$ cat src/rtl/npc_pkg.sv
package npc_pkg;

  localparam int NPC_W = 32;

  localparam logic [5:0] OP_SPECIAL = 6'h00;
  localparam logic [5:0] OP_REGIMM  = 6'h01;
  localparam logic [5:0] OP_JUMP    = 6'h02;
  localparam logic [5:0] OP_JLINK   = 6'h03;
  localparam logic [5:0] OP_EQ      = 6'h04;
  localparam logic [5:0] OP_NE      = 6'h05;
  localparam logic [5:0] OP_LEZ     = 6'h06;
  localparam logic [5:0] OP_GTZ     = 6'h07;

  localparam logic [4:0] RI_LTZ     = 5'h00;
  localparam logic [4:0] RI_GEZ     = 5'h01;
  localparam logic [4:0] RI_LTZ_LNK = 5'h10;
  localparam logic [4:0] RI_GEZ_LNK = 5'h11;

  localparam logic [5:0] FN_JREG    = 6'h08;
  localparam logic [5:0] FN_JREG_LK = 6'h09;

  localparam logic [4:0] RET_REG    = 5'd31;

  typedef enum logic [3:0] {
    K_NONE, K_EQ, K_NE, K_LEZ, K_GTZ, K_LTZ, K_GEZ, K_ABS, K_REG
  } ctrl_kind_e;

  typedef struct packed {
    ctrl_kind_e  kind;
    logic        link;
    logic [4:0]  link_idx;
    logic [15:0] imm;
    logic [25:0] index;
  } ctrl_dec_t;

  function automatic logic [NPC_W-1:0] seq_addr(input logic [NPC_W-1:0] a);
    return a + NPC_W'(4);
  endfunction

  function automatic logic [NPC_W-1:0] rel_target(input logic [NPC_W-1:0] a,
                                                  input logic [15:0] off);
    logic [NPC_W-1:0] disp;
    disp = {{(NPC_W-18){off[15]}}, off, 2'b00};
    return seq_addr(a) + disp;
  endfunction

  function automatic logic [NPC_W-1:0] abs_target(input logic [NPC_W-1:0] a,
                                                  input logic [25:0] idx);
    logic [NPC_W-1:0] s;
    s = seq_addr(a);
    return {s[NPC_W-1:28], idx, 2'b00};
  endfunction

endpackage

$ cat src/rtl/npc_decode.sv
module npc_decode
  import npc_pkg::*;
#(
  parameter int INSTR_W = 32
) (
  input  logic [INSTR_W-1:0] instr,
  output ctrl_dec_t          dec
);

  localparam int OP_LSB = INSTR_W - 6;

  logic [5:0] opcode;
  logic [4:0] rt_f;
  logic [4:0] rd_f;
  logic [5:0] fn_f;

  assign opcode = instr[INSTR_W-1:OP_LSB];
  assign rt_f   = instr[20:16];
  assign rd_f   = instr[15:11];
  assign fn_f   = instr[5:0];

  always_comb begin
    dec          = '0;
    dec.kind     = K_NONE;
    dec.imm      = instr[15:0];
    dec.index    = instr[25:0];
    dec.link_idx = RET_REG;
    unique case (opcode)
      OP_EQ:    dec.kind = K_EQ;
      OP_NE:    dec.kind = K_NE;
      OP_LEZ:   dec.kind = K_LEZ;
      OP_GTZ:   dec.kind = K_GTZ;
      OP_JUMP:  dec.kind = K_ABS;
      OP_JLINK: begin
        dec.kind = K_ABS;
        dec.link = 1'b1;
      end
      OP_REGIMM: begin
        unique case (rt_f)
          RI_LTZ: dec.kind = K_LTZ;
          RI_GEZ: dec.kind = K_GEZ;
          RI_LTZ_LNK: begin
            dec.kind = K_LTZ;
            dec.link = 1'b1;
          end
          RI_GEZ_LNK: begin
            dec.kind = K_GEZ;
            dec.link = 1'b1;
          end
          default: dec.kind = K_NONE;
        endcase
      end
      OP_SPECIAL: begin
        if (fn_f == FN_JREG) begin
          dec.kind = K_REG;
        end else if (fn_f == FN_JREG_LK) begin
          dec.kind     = K_REG;
          dec.link     = 1'b1;
          dec.link_idx = rd_f;
        end
      end
      default: dec.kind = K_NONE;
    endcase
  end

endmodule

$ cat src/rtl/npc_resolve.sv
module npc_resolve
  import npc_pkg::*;
#(
  parameter int DATA_W = 32
) (
  input  ctrl_dec_t          dec,
  input  logic [DATA_W-1:0]  pc,
  input  logic [DATA_W-1:0]  rs_val,
  input  logic [DATA_W-1:0]  rt_val,
  output logic               taken,
  output logic [DATA_W-1:0]  target,
  output logic               end_req,
  output logic               link_req,
  output logic [4:0]         link_idx,
  output logic [DATA_W-1:0]  link_addr
);

  logic rs_neg;
  logic rs_zero;
  logic ops_equal;

  assign rs_neg    = rs_val[DATA_W-1];
  assign rs_zero   = (rs_val == '0);
  assign ops_equal = (rs_val == rt_val);

  always_comb begin
    taken  = 1'b0;
    target = rel_target(pc, dec.imm);
    unique case (dec.kind)
      K_EQ:  taken = ops_equal;
      K_NE:  taken = !ops_equal;
      K_LEZ: taken = rs_neg || rs_zero;
      K_GTZ: taken = !rs_neg && !rs_zero;
      K_LTZ: taken = rs_neg;
      K_GEZ: taken = !rs_neg;
      K_ABS: begin
        taken  = 1'b1;
        target = abs_target(pc, dec.index);
      end
      K_REG: begin
        taken  = 1'b1;
        target = rs_val;
      end
      default: taken = 1'b0;
    endcase
  end

  assign end_req   = (dec.kind == K_REG) && rs_zero;
  assign link_req  = dec.link;
  assign link_idx  = dec.link_idx;
  assign link_addr = seq_addr(seq_addr(pc));

endmodule

$ cat src/rtl/npc_pending.sv
module npc_pending #(
  parameter int DATA_W = 32
) (
  input  logic              clk,
  input  logic              rst_n,
  input  logic              step,
  input  logic              taken,
  input  logic [DATA_W-1:0] target,
  input  logic              end_req,
  output logic              pend_q,
  output logic [DATA_W-1:0] tgt_q,
  output logic              halted_q
);

  logic end_pend_q;
  logic accept;
  logic slot_done;

  assign accept    = step && !halted_q;
  assign slot_done = accept && pend_q && end_pend_q;

  always_ff @(posedge clk) begin
    if (!rst_n) begin
      pend_q     <= 1'b0;
      tgt_q      <= '0;
      end_pend_q <= 1'b0;
      halted_q   <= 1'b0;
    end else begin
      if (accept) begin
        pend_q     <= taken;
        tgt_q      <= target;
        end_pend_q <= taken && end_req;
      end
      if (slot_done) halted_q <= 1'b1;
    end
  end

  a_r3_taken_arms: assert property (@(posedge clk) disable iff (!rst_n)
    (step && !halted_q && taken) |=> pend_q);

  a_r10_idle_holds: assert property (@(posedge clk) disable iff (!rst_n)
    (!step) |=> ($stable(pend_q) && $stable(tgt_q)));

  a_r9_halt_sticky: assert property (@(posedge clk) disable iff (!rst_n)
    halted_q |=> halted_q);

  a_r9_halt_after_slot: assert property (@(posedge clk) disable iff (!rst_n)
    $rose(halted_q) |-> $past(pend_q && step));

endmodule

$ cat src/rtl/npc_unit.sv
module npc_unit
  import npc_pkg::*;
#(
  parameter int DATA_W = 32
) (
  input  logic              clk,
  input  logic              rst_n,
  input  logic              step,
  input  logic [31:0]       instr,
  input  logic [DATA_W-1:0] pc,
  input  logic [DATA_W-1:0] rs_val,
  input  logic [DATA_W-1:0] rt_val,
  output logic [DATA_W-1:0] next_pc,
  output logic              redirect,
  output logic              link_we,
  output logic [4:0]        link_idx,
  output logic [DATA_W-1:0] link_addr,
  output logic              halt
);

  ctrl_dec_t         dec;
  logic              taken;
  logic [DATA_W-1:0] target;
  logic              end_req;
  logic              link_req;
  logic              pend_q;
  logic [DATA_W-1:0] tgt_q;
  logic              halted_q;

  npc_decode #(.INSTR_W(32)) u_decode (
    .instr (instr),
    .dec   (dec)
  );

  npc_resolve #(.DATA_W(DATA_W)) u_resolve (
    .dec       (dec),
    .pc        (pc),
    .rs_val    (rs_val),
    .rt_val    (rt_val),
    .taken     (taken),
    .target    (target),
    .end_req   (end_req),
    .link_req  (link_req),
    .link_idx  (link_idx),
    .link_addr (link_addr)
  );

  npc_pending #(.DATA_W(DATA_W)) u_pending (
    .clk      (clk),
    .rst_n    (rst_n),
    .step     (step),
    .taken    (taken),
    .target   (target),
    .end_req  (end_req),
    .pend_q   (pend_q),
    .tgt_q    (tgt_q),
    .halted_q (halted_q)
  );

  assign halt     = halted_q;
  assign redirect = pend_q && !halted_q;
  assign link_we  = step && !halted_q && link_req;
  assign next_pc  = halted_q ? pc : (pend_q ? tgt_q : seq_addr(pc));

  a_r9_no_link_when_halted: assert property (@(posedge clk) disable iff (!rst_n)
    halt |-> (!link_we && !redirect));

  a_r3_redirect_clears: assert property (@(posedge clk) disable iff (!rst_n)
    (redirect && step && !taken) |=> !redirect);

endmodule

$ cat config.mk
export PLATFORM = sky130hd
export DESIGN_NAME = npc_unit
export DESIGN_NICKNAME = d
export VERILOG_FILES = /design/src/rtl/npc_pkg.sv /design/src/rtl/npc_decode.sv /design/src/rtl/npc_resolve.sv /design/src/rtl/npc_pending.sv /design/src/rtl/npc_unit.sv
export SDC_FILE = /design/constraint.sdc
export NUM_CORES = 1
export LEC_CHECK = 0
export BUFFER_PORTS_ARGS = -buffer_cell sky130_fd_sc_hd__buf_2
export CAP_MARGIN = 0
export CORE_ASPECT_RATIO = 0.75
export CORE_UTILIZATION = 30
export DETAILED_ROUTE_END_ITERATION = 12
export GPL_TIMING_DRIVEN = 1
export PLACE_DENSITY = 0.6
export SYNTH_ARGS = -nofsm -noshare
export SYNTH_HDL_FRONTEND = slang
export SYNTH_SLANG_ARGS = --single-unit
$ cat constraint.sdc
create_clock -name clk -period 3.4 [get_ports clk]
set_input_delay 0.17 -clock clk [delete_from_list [all_inputs] [get_ports clk]]
set_output_delay 0.17 -clock clk [all_outputs]
set_load 0.02 [all_outputs]
After elaboration in Yosys (flattened, before gate mapping)
Index checks and enable logic that the tools add are counted.
{"block": "op_classes", "n_addsub": 3, "eq_ne": 21, "n_mux": 12, "reduce_logical": 21}
{"operator": "adder 32 x 3 -> 32 bit, second input constant", "n": 2}
{"operator": "two-way mux 32 bit", "n": 2}
{"operator": "case mux 32 bit (2 select lines)", "n": 1}
{"operator": "adder 32 bit", "n": 1}
{"operator": "== test 32 bit", "n": 1}
{"operator": "zero test 32 bit", "n": 1}
{"operator": "case mux 4 bit (7 select lines)", "n": 1}
{"operator": "== test 6 x 3 -> 1 bit, second input constant", "n": 4}
{"operator": "== test 4 x 3 -> 1 bit, second input constant", "n": 4}
{"operator": "== test 6 x 2 -> 1 bit, second input constant", "n": 2}
{"operator": "== test 6 x 4 -> 1 bit, second input constant", "n": 2}
{"operator": "== test 5 bit, second input constant", "n": 2}
{"operator": "two-way mux 10 bit", "n": 1}
{"operator": "OR reduction 2 bit", "n": 5}
{"operator": "== test 4 x 2 -> 1 bit, second input constant", "n": 2}
{"operator": "logical AND 1 bit", "n": 8}
{"operator": "case mux 1 bit (7 select lines)", "n": 1}
{"operator": "== test 6 x 1 -> 1 bit, second input constant", "n": 1}
{"operator": "zero test 6 bit", "n": 1}
{"operator": "two-way mux 6 bit", "n": 1}
{"operator": "case mux 3 bit (2 select lines)", "n": 1}
{"operator": "== test 5 x 1 -> 1 bit, second input constant", "n": 1}
{"operator": "zero test 5 bit", "n": 1}
{"operator": "two-way mux 5 bit", "n": 1}
{"operator": "other kinds (7)", "n": 10}
{"block": "totals", "reg_bits": 35, "inputBits": 131, "output_inout_bits": 72, "wordCells": 61}

Depth between registers and ports, before layout
Gate-level depths: netlist of the first run.
{"block": "depth", "depth_word": 8, "ltp_mapped": 17}

Hierarchy
From an unflattened synthesis of the first run, not the netlist that was laid out.
{"block": "hier_totals", "hier_cells": 1002, "hier_area_um2": 7009.2}
{"module": "npc_resolve", "n_inst": 1, "cells_each": 558, "area_per_inst_um2": 3870.0, "seq_area_each_um2": 0.0}
{"module": "npc_unit", "n_inst": 1, "cells_each": 226, "area_per_inst_um2": 1330.0, "seq_area_each_um2": 0.0}
{"module": "npc_pending", "n_inst": 1, "cells_each": 152, "area_per_inst_um2": 1308.8, "seq_area_each_um2": 700.7}
{"module": "npc_decode", "n_inst": 1, "cells_each": 66, "area_per_inst_um2": 500.5, "seq_area_each_um2": 0.0}

Least setup slack after synthesis of the first run
OpenSTA, ideal clock, no wires.
{"block": "synth_timing", "path_type": "input to register", "startpoint": "in pc[8]", "endpoint": "reg u_pending.tgt_q[28]", "arrival_time_ps": 3191, "t_required_ps": 3280, "setup_slack_ps": 90, "path_stages": 15, "n_path_buf": 1, "path_cell_list": "buf_4 > nand3_4 > nor3_2 > nand2_1 > xor2_1 > inv_1 > ha_1 > a21o_1 > a21oi_1 > o21ai_0 > a22o_1 > a311oi_1 > mux2_2 > o21ai_0 > a21oi_1"}
{"block": "synth_between", "elab_chain_len": 3}
{"element": "from (decl)", "line": "npc_unit.sv:10", "source": "input logic [DATA_W-1:0] pc,"}
{"element": "adder 32 x 3 -> 32 bit *", "line": "npc_pkg.sv:37", "source": "return a + NPC_W'(4);"}
{"element": "adder 32 bit", "line": "npc_pkg.sv:44", "source": "return seq_addr(a) + disp;"}
{"element": "case mux 32 bit (2 select lines) *", "line": "npc_resolve.sv:29", "source": "unique case (dec.kind)"}
{"element": "to (signal assigned)", "line": "npc_pending.sv:31", "source": "tgt_q <= target;"}
{"element": "to (decl)", "line": "npc_pending.sv:11", "source": "output logic [DATA_W-1:0] tgt_q,"}
Every way passes the cells marked *; elsewhere a longest branch is shown, timed or not.
A chain may end at the register's enable or synchronous reset.

Worst setup path in the final report of the first run
{"block": "layout_timing", "startpoint": "in pc[2]", "endpoint": "reg u_pending.tgt_q[28]"}
The elaborated chain is that of the path after synthesis.

==> summary by stage, run 1 <==
Clock tree
TritonCTS built the clock tree. After clock tree synthesis, the clock-pin slew on the worst setup and hold paths is 0.07 ns. The number of H-tree branching levels is 2.

In this run the deepest clock path goes through 2 buffers. The clock latency reported for the late side of the worst-skew pair is 0.29 ns. The total clock sinks is 35. The number of setup buffers added after CTS is 0. TritonCTS created 5 clock buffers. The tree is rooted in a sky130_fd_sc_hd__clkbuf_16.

Floorplanning
The floorplan step defined a core boundary enclosing 0.01878 mm2. For this configuration, the core starts out at a cell density of 31.19%. 203 I/O pins were placed. From left edge to right edge, the die measures 163.3 um. Measured along the y axis, the die boundary spans 123.0 um. The number of cell rows is 43.

The die covers 0.02009 mm2.

Routing
The average wire length per cell after detail routing is 19.14 um. The count of nets left with antenna violations once routing finished came out at 0. The DRC violations left is 0. The final wirelength is 25730 um. The iteration-0 DRC count of the detailed router is 623.

Detailed routing inserted a total of 7428 vias. The first TritonRoute pass finished after 5 iterations. Using the TritonRoute via totals, the vias-per-cell ratio works out to 5.527.

STA
Setup repair after global routing left no endpoint under its margin. The worst clock skew is 0.01046 ns. The slew of the pin with the lowest slew margin is 0.8341 ns. Setup violations remaining at the end of the flow were counted as 0. The sum of negative setup slack is 0 ns. The final period utilization is 93.76%.

The achievable frequency is 313.7 MHz. The number of hold-slack violations in the final timing report is 0. The number of max-slew violations in the final report was 0. In this run the tightest slew margin relative to its limit is 44.33%. The routed design could run at a clock period as short as 3.188 ns.

Power and ir drop
In this run the static leakage power is 3.729 nW. The total power is 2.043 mW. The areal power density over the cells is 252.1 mW/mm2. The worst-case IR drop observed on VDD is 0.0001733 V.

Synth
The register bit total from synthesis is 35. By area the synthesized netlist is led by sky130_fd_sc_hd__dfxtp_1, sky130_fd_sc_hd__xor2_1, sky130_fd_sc_hd__xnor2_1, sky130_fd_sc_hd__ha_1, sky130_fd_sc_hd__o21ai_0. Of the total synthesized cell area, the portion taken by AND, OR, NAND and NOR gates is 27.64%. The fraction of the yosys area taken by sequential cells is 11.96%. Multiplexer cells account for 3.439% of the synthesized area.

The combinational family with the most area after synthesis is compound AO/OA/AOI/OAI gates. Of all flip-flops after synthesis, the portion carrying an async set or reset was 0%. Summing the areas of all compound-gate instances in the mapped netlist gives 27.81% of the synthesized area. The synthesized design devotes to its leading area cell type 11.96% of total area. Synthesis produced a netlist whose cell count is 808. After Yosys synthesis, full adders, half adders and majority gates account for 6.964% of the synthesized area.

Averaged over all synthesized cells, the footprint is 7.249 um2. The post-synth net total is 971. During synthesis, Yosys emitted a total of 0 warnings.

In this run the cell area of the synthesized design comes to 0.005857 mm2. Counting flops with a built-in enable in the synthesized netlist gives 0. Summed over all instances, the cell type with the most area after synthesis is sky130_fd_sc_hd__dfxtp_1. The distinct cell type count after synthesis is 76.

The xor-xnor portion of the synthesized cell area is 17.24%. In the synthesized netlist the dominant register cell turns out to be sky130_fd_sc_hd__dfxtp_1.

Final layout
Relative to the synthesized area, the layout overhead comes to 38.35%. 0 antenna diodes ended up in the layout. Leaving out fill and tap cells, the most frequent cells in the layout are sky130_fd_sc_hd__buf_2, sky130_fd_sc_hd__buf_4, sky130_fd_sc_hd__nand2_1, sky130_fd_sc_hd__o21ai_0, sky130_fd_sc_hd__a21oi_1. After the last flow step, the layout net total stands at 1259. The share of final-layout standard cells stronger than drive strength 1 is 35.28%. The count of cells in the finished layout, fillers not included, comes to 1344. The most common library cell in the layout ignoring fill and taps is sky130_fd_sc_hd__buf_2.

GRT
For this run the aggregate overflow at the end of global routing stands at 0. The global-route wire length before repair is 38900 um. The total global routing track utilization is 25.44%. The pin count of the biggest net entering global routing is 59.

The initial antenna violation count came to 0. The via count of the first global-routing pass is 6846.

Run
The number of max-capacitance violations reported is 0.

Critical path
For the worst setup path, the data arrival time is 3.37 ns. The maximum net fanout on the critical path is 4. The critical path in this run is classified as primary input to register. The minimum setup slack among reg-to-reg paths is 1.11 ns. The required time reported for the critical path endpoint is 3.58 ns. STA classifies the critical path endpoint as a register. The worst setup path is launched from a primary input.

Status
The flow ran to the end, and the final reports show no timing, DRC or antenna violations.

Placed design
The placed instance count is 1336. At the end of routability-driven placement, the weighted congestion stood at 0.9359. The half-perimeter wire length after placement is 21020 um. The count of buffers added on input and output ports is 202.

Min path
The worst hold-check path type is primary input to register.
area by class of cell:
cell class	count	area, um2
Tap cell	247	309.0
Sequential cell	35	701.9
Fill cell	2008	10670
Multi-Input combinational cell	708	4888
Inverter	20	75.07
Clock inverter	2	35.03
Clock buffer	6	138.9
Timing Repair Buffer	326	1954
path summary, 6_finish.rpt:
check,startpoint,endpoint,cells past startpoint
worst min-delay path,step,u_pending.halted_q,3
worst max register to register,u_pending.halted_q,u_pending.tgt_q[23],5
worst max-delay path,pc[2],u_pending.tgt_q[28],16
worst min register to register,u_pending.end_pend_q,u_pending.end_pend_q,2
power by group:
part / leakage (nW) / internal [mW] / switching (mW) / total [mW]
clock: 0.0868 / 0.365 / 0.202 / 0.567
combinational: 3.35 / 0.435 / 0.560 / 0.995
sequential: 0.291 / 0.452 / 0.0291 / 0.481
total: 3.73 / 1.25 / 0.791 / 2.04
cells by family (layout without fill, tap and decap cells):
| logic type | after synthesis | in the layout |
|---|---|---|
| compound gates | 258 | 258 |
| simple gates | 287 | 287 |
| flops | 35 | 35 |
| mux | 20 | 20 |
| fa+ha+maj | 32 | 32 |
| xor+xnor | 111 | 111 |
| buf+inv | 65 | 354 |
cells in the mapped netlist (8+ instances only):
library cell,instances
sky130_fd_sc_hd__ha_1,31
sky130_fd_sc_hd__a31oi_1,8
sky130_fd_sc_hd__clkbuf_1,32
sky130_fd_sc_hd__o21ai_0,77
sky130_fd_sc_hd__nor4_1,21
sky130_fd_sc_hd__and3_1,11
sky130_fd_sc_hd__a21o_1,10
sky130_fd_sc_hd__nand2b_1,9
sky130_fd_sc_hd__buf_4,8
sky130_fd_sc_hd__nand4_1,12
sky130_fd_sc_hd__nand3_1,32
sky130_fd_sc_hd__dfxtp_1,35
sky130_fd_sc_hd__xor2_1,58
sky130_fd_sc_hd__xnor2_1,48
sky130_fd_sc_hd__a21oi_1,70
sky130_fd_sc_hd__nor2_1,25
sky130_fd_sc_hd__a22oi_1,9
sky130_fd_sc_hd__nand2_1,97
sky130_fd_sc_hd__a221oi_1,28
sky130_fd_sc_hd__mux2i_1,19
sky130_fd_sc_hd__inv_1,19
sky130_fd_sc_hd__nor3_1,20
sequential cells by signal, indices dropped and copies added, names as in the netlist:
name / flops
u_pending.tgt_q: 32
u_pending.pend_q: 1
u_pending.halted_q: 1
u_pending.end_pend_q: 1
repair_timing:
item | 4_1_cts | 5_1_grt
resized for setup | 0 | 5
setup endpoints to repair | 0 | 10
hold buffers | 0 | 0
routing by layer:
layer	track usage [%]	share of wire (%)	vias up
li1	-	-	3567
met1	36.88	46	3460
met2	37.31	42	372
met3	5.367	10	29
met4	7.243	2.1	0
met5	0	0	-
through the flow:
step | area (um2) | utilization, % | worst slack (ns) | hold WS (ns)
2_1_floorplan | 5857 | - | 0.08964 | 0.3238
3_5_place_dp | 7918 | 42.17 | -0.2343 | 0.4711
5_1_grt | 8103 | 43.15 | 0.003797 | 0.1808
3_3_place_gp | 7918 | 42.17 | -0.1622 | 0.4688
4_1_cts | 8092 | 43.09 | 0.03332 | 0.1661
6_report | 8103 | 43.15 | 0.2123 | 0.1610
worst max-delay path, stage by stage:
cell and delay, ns:
sky130_fd_sc_hd__buf_2 0.13, sky130_fd_sc_hd__ha_1 0.23, sky130_fd_sc_hd__and3_2 0.28, sky130_fd_sc_hd__buf_4 0.16, sky130_fd_sc_hd__nand2b_1 0.10, sky130_fd_sc_hd__nand2_1 0.10, sky130_fd_sc_hd__ha_1 0.34, sky130_fd_sc_hd__nand3_1 0.15
sky130_fd_sc_hd__o211a_1 0.22, sky130_fd_sc_hd__o21bai_1 0.10, sky130_fd_sc_hd__a21oi_1 0.29, sky130_fd_sc_hd__o21ai_2 0.15, sky130_fd_sc_hd__a311oi_1 0.34, sky130_fd_sc_hd__mux2_2 0.38, sky130_fd_sc_hd__o21ai_0 0.15, sky130_fd_sc_hd__a21oi_1 0.08
No activity file was read; power rests on OpenSTA's default activity.
==> inputs of run 2 (changes only) <==
PLACE_DENSITY = 0.59   (was 0.6)
clock period = 3.2 ns   (was 3.4 ns; I/O delays follow)
==> run 2 against run 1 <==
Die area did not move; global-route usage rose by 0.41 points; first-iteration DRC count rose by 1.8%; setup slack got worse by 0.021 ns; sequential power rose by 7.5%; count of clock-buffer cells in the layout did not move; non-clock buffer count rose by 29; clock power fell by 11%; sequential cell count did not move; final cell count rose by 2.2%; via count rose by 1.2%; worst hold slack improved by 0.0081 ns; critical path type is now primary input to primary output.
==> summary by stage, run 2 (synthesis gave the netlist of run 1 again) <==
Final layout
The fill cell total of the finished layout came to 1954 (-2.7%). The number of flip-flops in the largest register came to 32 (unchanged). Leaving out fill and tap cells, the most frequent cells in the layout are sky130_fd_sc_hd__buf_2, sky130_fd_sc_hd__buf_4, sky130_fd_sc_hd__nand2_1, sky130_fd_sc_hd__o21ai_0, sky130_fd_sc_hd__a21oi_1. The share of final-layout standard cells stronger than drive strength 1 is 38.81% (+3.5 points). The layout net count was 1288 (+2.3%).

u_pending.tgt_q holds more flip-flops than any other register. The total inserted antenna cells is 0 (unchanged). The count of non-filler cells in the finished layout is 1373 (+2.2%). Compared with the post-synthesis result, the final layout area differs by 44.16%. The most common library cell in the layout ignoring fill and taps is sky130_fd_sc_hd__buf_2.

Critical path
In this design, the largest share of critical-path delay is due to simple AND/OR/NAND/NOR gates. The maximum net fanout on the critical path is 5 (+1). The category of the worst setup path launch point is a primary input. The worst reg2reg path depth is 7 (+2). The minimum setup slack among reg-to-reg paths is 1.09 ns (-0.02 ns).

The required time reported for the critical path endpoint came to 3.04 ns (-0.54 ns). The library cell contributing the largest single delay on the critical path is sky130_fd_sc_hd__nor4b_4. The worst setup path is of the primary input to primary output kind.

The worst register-to-register path ends at u_pending.tgt_q[28]. The critical path's largest stage delay is 0.47 ns (+0.09 ns). The count of buffering cells on the critical path with inverters included was 4 (+2). Traced cell by cell, the critical path runs through buf_2 -> ha_2 -> buf_4 -> nand2b_1 -> buf_4 -> o21ai_0 -> a21o_1 -> o211ai_1 -> nor4b_4 -> nand4_4 -> nor2_4 -> nand4_1 -> xnor2_1 -> buf_2. STA classifies the critical path endpoint as a primary output. The arrival time reported for the critical path endpoint was 2.85 ns (-0.52 ns).

The start of the worst register-to-register path is u_pending.halted_q.

Routing
The routed via count was 7515 (+1.2%). The number of antenna-violating nets in the routed design is 0 (unchanged). The DRC violations left is 0 (unchanged). The via count normalized by instance count was 5.473 (-0.97%). The first-pass iteration count of the detailed router is 5 (unchanged). The average wire length per cell after detail routing came to 19.08 um (-0.30%). The iteration-0 DRC count of the detailed router was 634 (+1.8%).

The final wirelength is 26200 um (+1.9%).

Floorplanning
The chip width came to 163.3 um (unchanged). The I/O pin count is 203 (unchanged). The chip height came to 123.0 um (unchanged). The number of cell rows came to 43 (unchanged). The total core area came to 0.01878 mm2 (unchanged). The floorplan die area is 0.02009 mm2 (unchanged). The starting utilization of the core area is 31.19% (unchanged).

Clock tree
The total clock sinks was 35 (unchanged). The maximum number of buffers from clock root to sink is 2 (unchanged). The number of H-tree branching levels is 2 (unchanged). The number of clock buffers inserted by TritonCTS came to 5 (unchanged). Clock tree synthesis selected as its root buffer the cell sky130_fd_sc_hd__clkbuf_16.

TritonCTS built the clock tree. The hold buffer count at cts is 0 (unchanged). The clock-pin slew on the worst setup and hold paths is 0.06 ns (about the same). The clock latency reported for the late side of the worst-skew pair was 0.29 ns (about the same).

STA
Derived from the worst setup path, the maximum achievable clock frequency is 332.3 MHz. The final number of setup-violating endpoints is 0 (unchanged). The headroom to the max-slew limit is 39.83% (-4.5 points).

The final period utilization is 94.03%. The number of hold-slack violations in the final timing report came to 0 (unchanged). The time the worst path needs with I/O delays and setup is 3.009 ns. The worst clock skew is 0.007946 ns (-0.002519 ns).

The number of max-slew violations in the final report was 0 (unchanged). The sum of negative setup slack is 0 ns (unchanged). The slew of the pin with the lowest slew margin is 0.9025 ns (+0.06836 ns).

Min path
The path with the worst hold slack has its endpoint at u_pending.halted_q. The cell depth of the worst min-delay path is 3 (unchanged). In this run the worst hold path is classified as primary input to register. The critical hold path startpoint is step.

Placed design
The number of port buffers was 202 (unchanged). The routability-driven placement congestion ratio was 0.9228 (-1.4%). The half-perimeter wire length after placement is 21750 um (+3.5%). The placed instance count came to 1365 (+2.2%).

Power and ir drop
The areal power density over the cells is 253.0 mW/mm2 (+0.32%). The maximum VDD drop came to 0.0001711 V (-1.3%). The leakage power of the design is 3.889 nW (+4.3%).

GRT
The initial antenna violation count is 0 (unchanged). The pin count of the biggest net entering global routing came to 52 (-12%). The sum of overflow across all layers after global routing is 0 (unchanged). The global-route wire length before repair is 39480 um (+1.5%). The via count of the first global-routing pass was 6961 (+1.7%). The total global routing track utilization came to 25.85% (+0.41 points).

Status
The flow ran to the end, and the final reports show no timing, DRC or antenna violations.

Run
The number of max-capacitance violations reported was 0 (unchanged).
-- run 2: worst max path at each step --
stage | start | endpoint | slack [ns] | cells after the start
2_1_floorplan | pc[8] | u_pending.tgt_q[29] | 0.0006 | 15
3_3_place_gp | pc[3] | u_pending.tgt_q[28] | -0.28 | 15
3_5_place_dp | pc[3] | u_pending.tgt_q[28] | -0.30 | 15
4_1_cts | pc[3] | u_pending.tgt_q[30] | 0.04 | 16
5_1_grt | pc[6] | u_pending.tgt_q[30] | -0.02 | 17
6_report | pc[2] | link_addr[26] | 0.19 | 14
-- run 2: area by class of cell --
| class | instances | area, um2 | area share [%] |
|---|---|---|---|
| clock buffer | 6 | 128.9 | 1.526 |
| clock inverter | 2 | 12.51 | 0.1482 |
| inverter | 20 | 75.07 | 0.8892 |
| multi-input combinational | 708 | 5056 | 59.88 |
| sequential | 35 | 701.9 | 8.314 |
| tap | 247 | 309.0 | 3.660 |
| timing repair buffer | 355 | 2160 | 25.58 |
-- run 2: worst reg2reg max path, cell delays in order (launching register included) --
cell	delay, ns
sky130_fd_sc_hd__dfxtp_2	0.38
sky130_fd_sc_hd__inv_1	0.26
sky130_fd_sc_hd__nand2_1	0.38
sky130_fd_sc_hd__buf_4	0.35
sky130_fd_sc_hd__a21oi_1	0.24
sky130_fd_sc_hd__o21ai_0	0.14
sky130_fd_sc_hd__a21oi_1	0.16
sky130_fd_sc_hd__a21oi_1	0.08
-- run 2: routing by layer --
metal / routed length [um] / track usage, % / vias to the layer above
met4: 318 / 5.140 / 0
met3: 2436 / 4.160 / 23
met1: 12260 / 37.48 / 3500
met2: 11190 / 39.94 / 368
li1: - / - / 3624
met5: 0 / 0 / -
-- run 2: per-stage QoR --
stage               area (um2)  power (mW)  utilization (%)  setup slack, ns  hold slack (ns)
finish                    8443       2.136            44.97           0.1910           0.1691
global route              8443       2.256            44.97         -0.02279           0.1760
CTS                       8330       2.104            44.37          0.04382           0.1679
detailed placement        8182       1.600            43.57          -0.2961           0.4589
global placement          8182       1.599            43.57          -0.2788           0.4550
floorplan                 5922       1.101                -        0.0006100           0.3138
-- run 2: power breakdown --
group	switching, mW	total [mW]	internal [mW]
Clock	0.217	0.505	0.288
Sequential	0.0361	0.517	0.480
Combinational	0.615	1.11	0.499
-- run 2: what timing repair did --
action,in CTS,in global routing
endpoints found under the setup margin,3,16
pin swaps,0,6
buffers inserted,0,0
gates resized for setup,2,25
==> inputs of run 3 (changes only) <==
RECOVER_POWER = 50   (was default)
==> run 3 against run 2 <==
Power down 0.30%; design area is 0.92% lower; maximum frequency is 0.23% lower; sequential power about the same; critical endpoint is now u_pending.tgt_q[29]; setup slack worse by 0.0071 ns; core utilization shrank 0.41 points; wire length rose by 0.23%; final cell count did not move; sequential share of layout area grew 0.062 points.
==> summary by stage, run 3 (synthesis gave the netlist of run 1 again) <==
STA
The slew of the pin with the lowest slew margin is 1.083 ns (+0.1808 ns). The number of max-slew violations in the final report is 0 (unchanged). The sum of negative setup slack came to 0 ns (unchanged).

The final number of setup-violating endpoints is 0 (unchanged). The number of hold-slack violations in the final timing report is 0 (unchanged). The final period utilization was 94.25% (+0.22 points). The achievable frequency is 331.6 MHz (-0.23%).

The time the worst path needs with I/O delays and setup is 3.016 ns (+0.007055 ns). The post-route worst hold slack was 0.1732 ns (+0.004189 ns). The headroom to the max-slew limit is 27.22% (-13 points). The worst clock skew was 0.009134 ns (+0.001188 ns).

Min path
In this run the worst hold path is classified as primary input to register.

Final layout
The share of final-layout standard cells stronger than drive strength 1 is 35.08% (-3.7 points). The total inserted antenna cells is 0 (unchanged). The area of all placed cells without fillers is 0.008366 mm2 (-0.92%). From synthesis to final layout, the design area changed by 42.83%.

The layout net count is 1288 (unchanged). In the layout the commonest cells are sky130_fd_sc_hd__buf_2, sky130_fd_sc_hd__buf_4, sky130_fd_sc_hd__nand2_1, sky130_fd_sc_hd__o21ai_0, sky130_fd_sc_hd__a21oi_1. The register with the most flip-flops in the final layout is u_pending.tgt_q.

The footprint of the flip-flops and latches came to 700.7 um2 (-0.18%). The library cell used most frequently in the layout, excluding fill and tap cells, is sky130_fd_sc_hd__buf_2. The number of flip-flops in the largest register is 32 (unchanged).

The fill cell total of the finished layout came to 1985 (+1.6%). The area of the multi-input gates is 0.005044 mm2 (-0.25%).

Routing
The DRC violations left was 0 (unchanged). The number of antenna-violating nets in the routed design was 0 (unchanged). The average wire length per cell after detail routing is 19.13 um (+0.23%). The first-pass iteration count of the detailed router is 6 (+1). The iteration-0 DRC count of the detailed router came to 687 (+8.4%).

The routed via count is 7508 (-0.093%). The via count normalized by instance count is 5.468 (about the same). The final wirelength is 26260 um (+0.23%).

Placed design
The number of port buffers is 202 (unchanged). The routability-driven placement congestion ratio was 0.9228 (unchanged). The half-perimeter wire length after placement is 21750 um (unchanged). The post-place instance area is 0.008182 mm2 (unchanged).

Floorplanning
The floorplan die area came to 0.02009 mm2 (unchanged). The I/O pin count is 203 (unchanged). The starting utilization of the core area was 31.19% (unchanged). The number of cell rows is 43 (unchanged). The chip width is 163.3 um (unchanged). The total core area is 0.01878 mm2 (unchanged). The chip height is 123.0 um (unchanged).

Critical path
For this design, the slowest cell found on the critical path is sky130_fd_sc_hd__or3_4. The required time reported for the critical path endpoint is 3.42 ns (+0.38 ns). The kind of critical path is primary input to register. The category of the worst setup path capture point is a register. The cell family contributing the most delay on the critical path is simple AND/OR/NAND/NOR gates. The critical path's largest stage delay is 0.45 ns (-0.02 ns). The most numerous cell type found on the critical path is sky130_fd_sc_hd__and2_1. The arrival time reported for the critical path endpoint is 3.24 ns (+0.39 ns). The maximum net fanout on the critical path is 6 (+1). The signal on the critical path passes through buf_2 -> nand3_4 -> or3_4 -> nor3_4 -> nand3_2 -> xnor2_2 -> ha_1 -> and2_1 -> nand3_1 -> a2111o_1 -> and2_1 -> o21ai_0 -> xor2_1 -> nand2_1 -> a21oi_1. The category of the worst setup path launch point is a primary input. The count of buffering cells on the critical path with inverters included is 1 (-3).

Clock tree
The hold buffer count at cts was 0 (unchanged). The total clock sinks came to 35 (unchanged). The number of clock buffers inserted by TritonCTS is 5 (unchanged). The clock-pin slew on the worst setup and hold paths is 0.06 ns (about the same).

TritonCTS built the clock tree. The clock latency reported for the late side of the worst-skew pair is 0.29 ns (about the same). The number of H-tree branching levels is 2 (unchanged). The cell sitting at the root of the clock tree is a sky130_fd_sc_hd__clkbuf_16. The maximum number of buffers from clock root to sink was 2 (unchanged).

GRT
The pin count of the biggest net entering global routing is 52 (unchanged). The initial antenna violation count is 0 (unchanged). The total global routing track utilization is 25.85% (unchanged). The sum of overflow across all layers after global routing came to 0 (unchanged). The global-route wire length before repair is 39480 um (unchanged). The via count of the first global-routing pass is 6961 (unchanged).

Status
The flow ran to the end, and the final reports show no timing, DRC or antenna violations.

Run
The number of max-capacitance violations reported is 0 (unchanged).

Power and ir drop
The leakage power of the design is 3.763 nW (-3.2%). The maximum VDD drop came to 0.0001710 V (about the same). The areal power density over the cells is 254.5 mW/mm2 (+0.62%).
==> run 3: cell types whose count changed in the layout (fill, tap and decap cells not counted), sizes merged <==
cell    change
buf        -40
clkbuf     +40
==> run 3: worst reg2reg max path: stages, from the launching register on <==
cell,delay (ns)
sky130_fd_sc_hd__dfxtp_1,0.43
sky130_fd_sc_hd__inv_1,0.29
sky130_fd_sc_hd__nand2_1,0.37
sky130_fd_sc_hd__buf_4,0.34
sky130_fd_sc_hd__a21oi_1,0.21
sky130_fd_sc_hd__o21ai_0,0.13
sky130_fd_sc_hd__a21oi_1,0.16
sky130_fd_sc_hd__a21oi_1,0.08
==> run 3: repair_timing <==
action / 4_1_cts / 5_1_grt
gates cloned: 0 / 0
resized for setup: 2 / 25
endpoints found under the setup margin: 3 / 16
buffers inserted: 0 / 0
pin swaps: 0 / 6
==> run 3: power breakdown <==
part	total [mW]	internal [mW]	switching, mW
Clock	0.505	0.288	0.217
Sequential	0.517	0.481	0.0369
Combinational	1.11	0.491	0.616
==> run 3: path summary, 6_finish.rpt <==
kind	slack (ns)	endpoint	cells past startpoint	startpoint
setup / recovery	0.18	u_pending.tgt_q[29]	15	pc[6]
hold / removal	0.17	u_pending.halted_q	3	step
setup reg to reg	1.07	u_pending.tgt_q[28]	7	u_pending.halted_q
hold reg to reg	0.47	u_pending.end_pend_q	2	u_pending.end_pend_q
==> run 3: cell type report <==
type	count	share of cell area [%]
multi-input combinational	708	60.29
timing repair buffer	355	25.05
sequential	35	8.376
tap	247	3.694
clock buffer	6	1.541
inverter	20	0.8974
clock inverter	2	0.1496
==> run 3: layer usage <==
| metal | global-route usage [%] | routed length (um) |
|---|---|---|
| met2 | 39.94 | 11080 |
| met3 | 4.160 | 2472 |
| met4 | 5.140 | 348 |
| met1 | 37.48 | 12360 |
| met5 | 0 | 0 |
==> run 3: through the flow <==
stage | instances | util, % | setup slack [ns] | power (mW)
finish | 1373 | 44.55 | 0.1839 | 2.129
global route | 1373 | 44.55 | -0.02279 | 2.248
CTS | 1373 | 44.37 | 0.04382 | 2.104
detailed placement | 1365 | 43.57 | -0.2961 | 1.600
global placement | 1365 | 43.57 | -0.2788 | 1.599
floorplan | 808 | - | 0.0006100 | 1.101
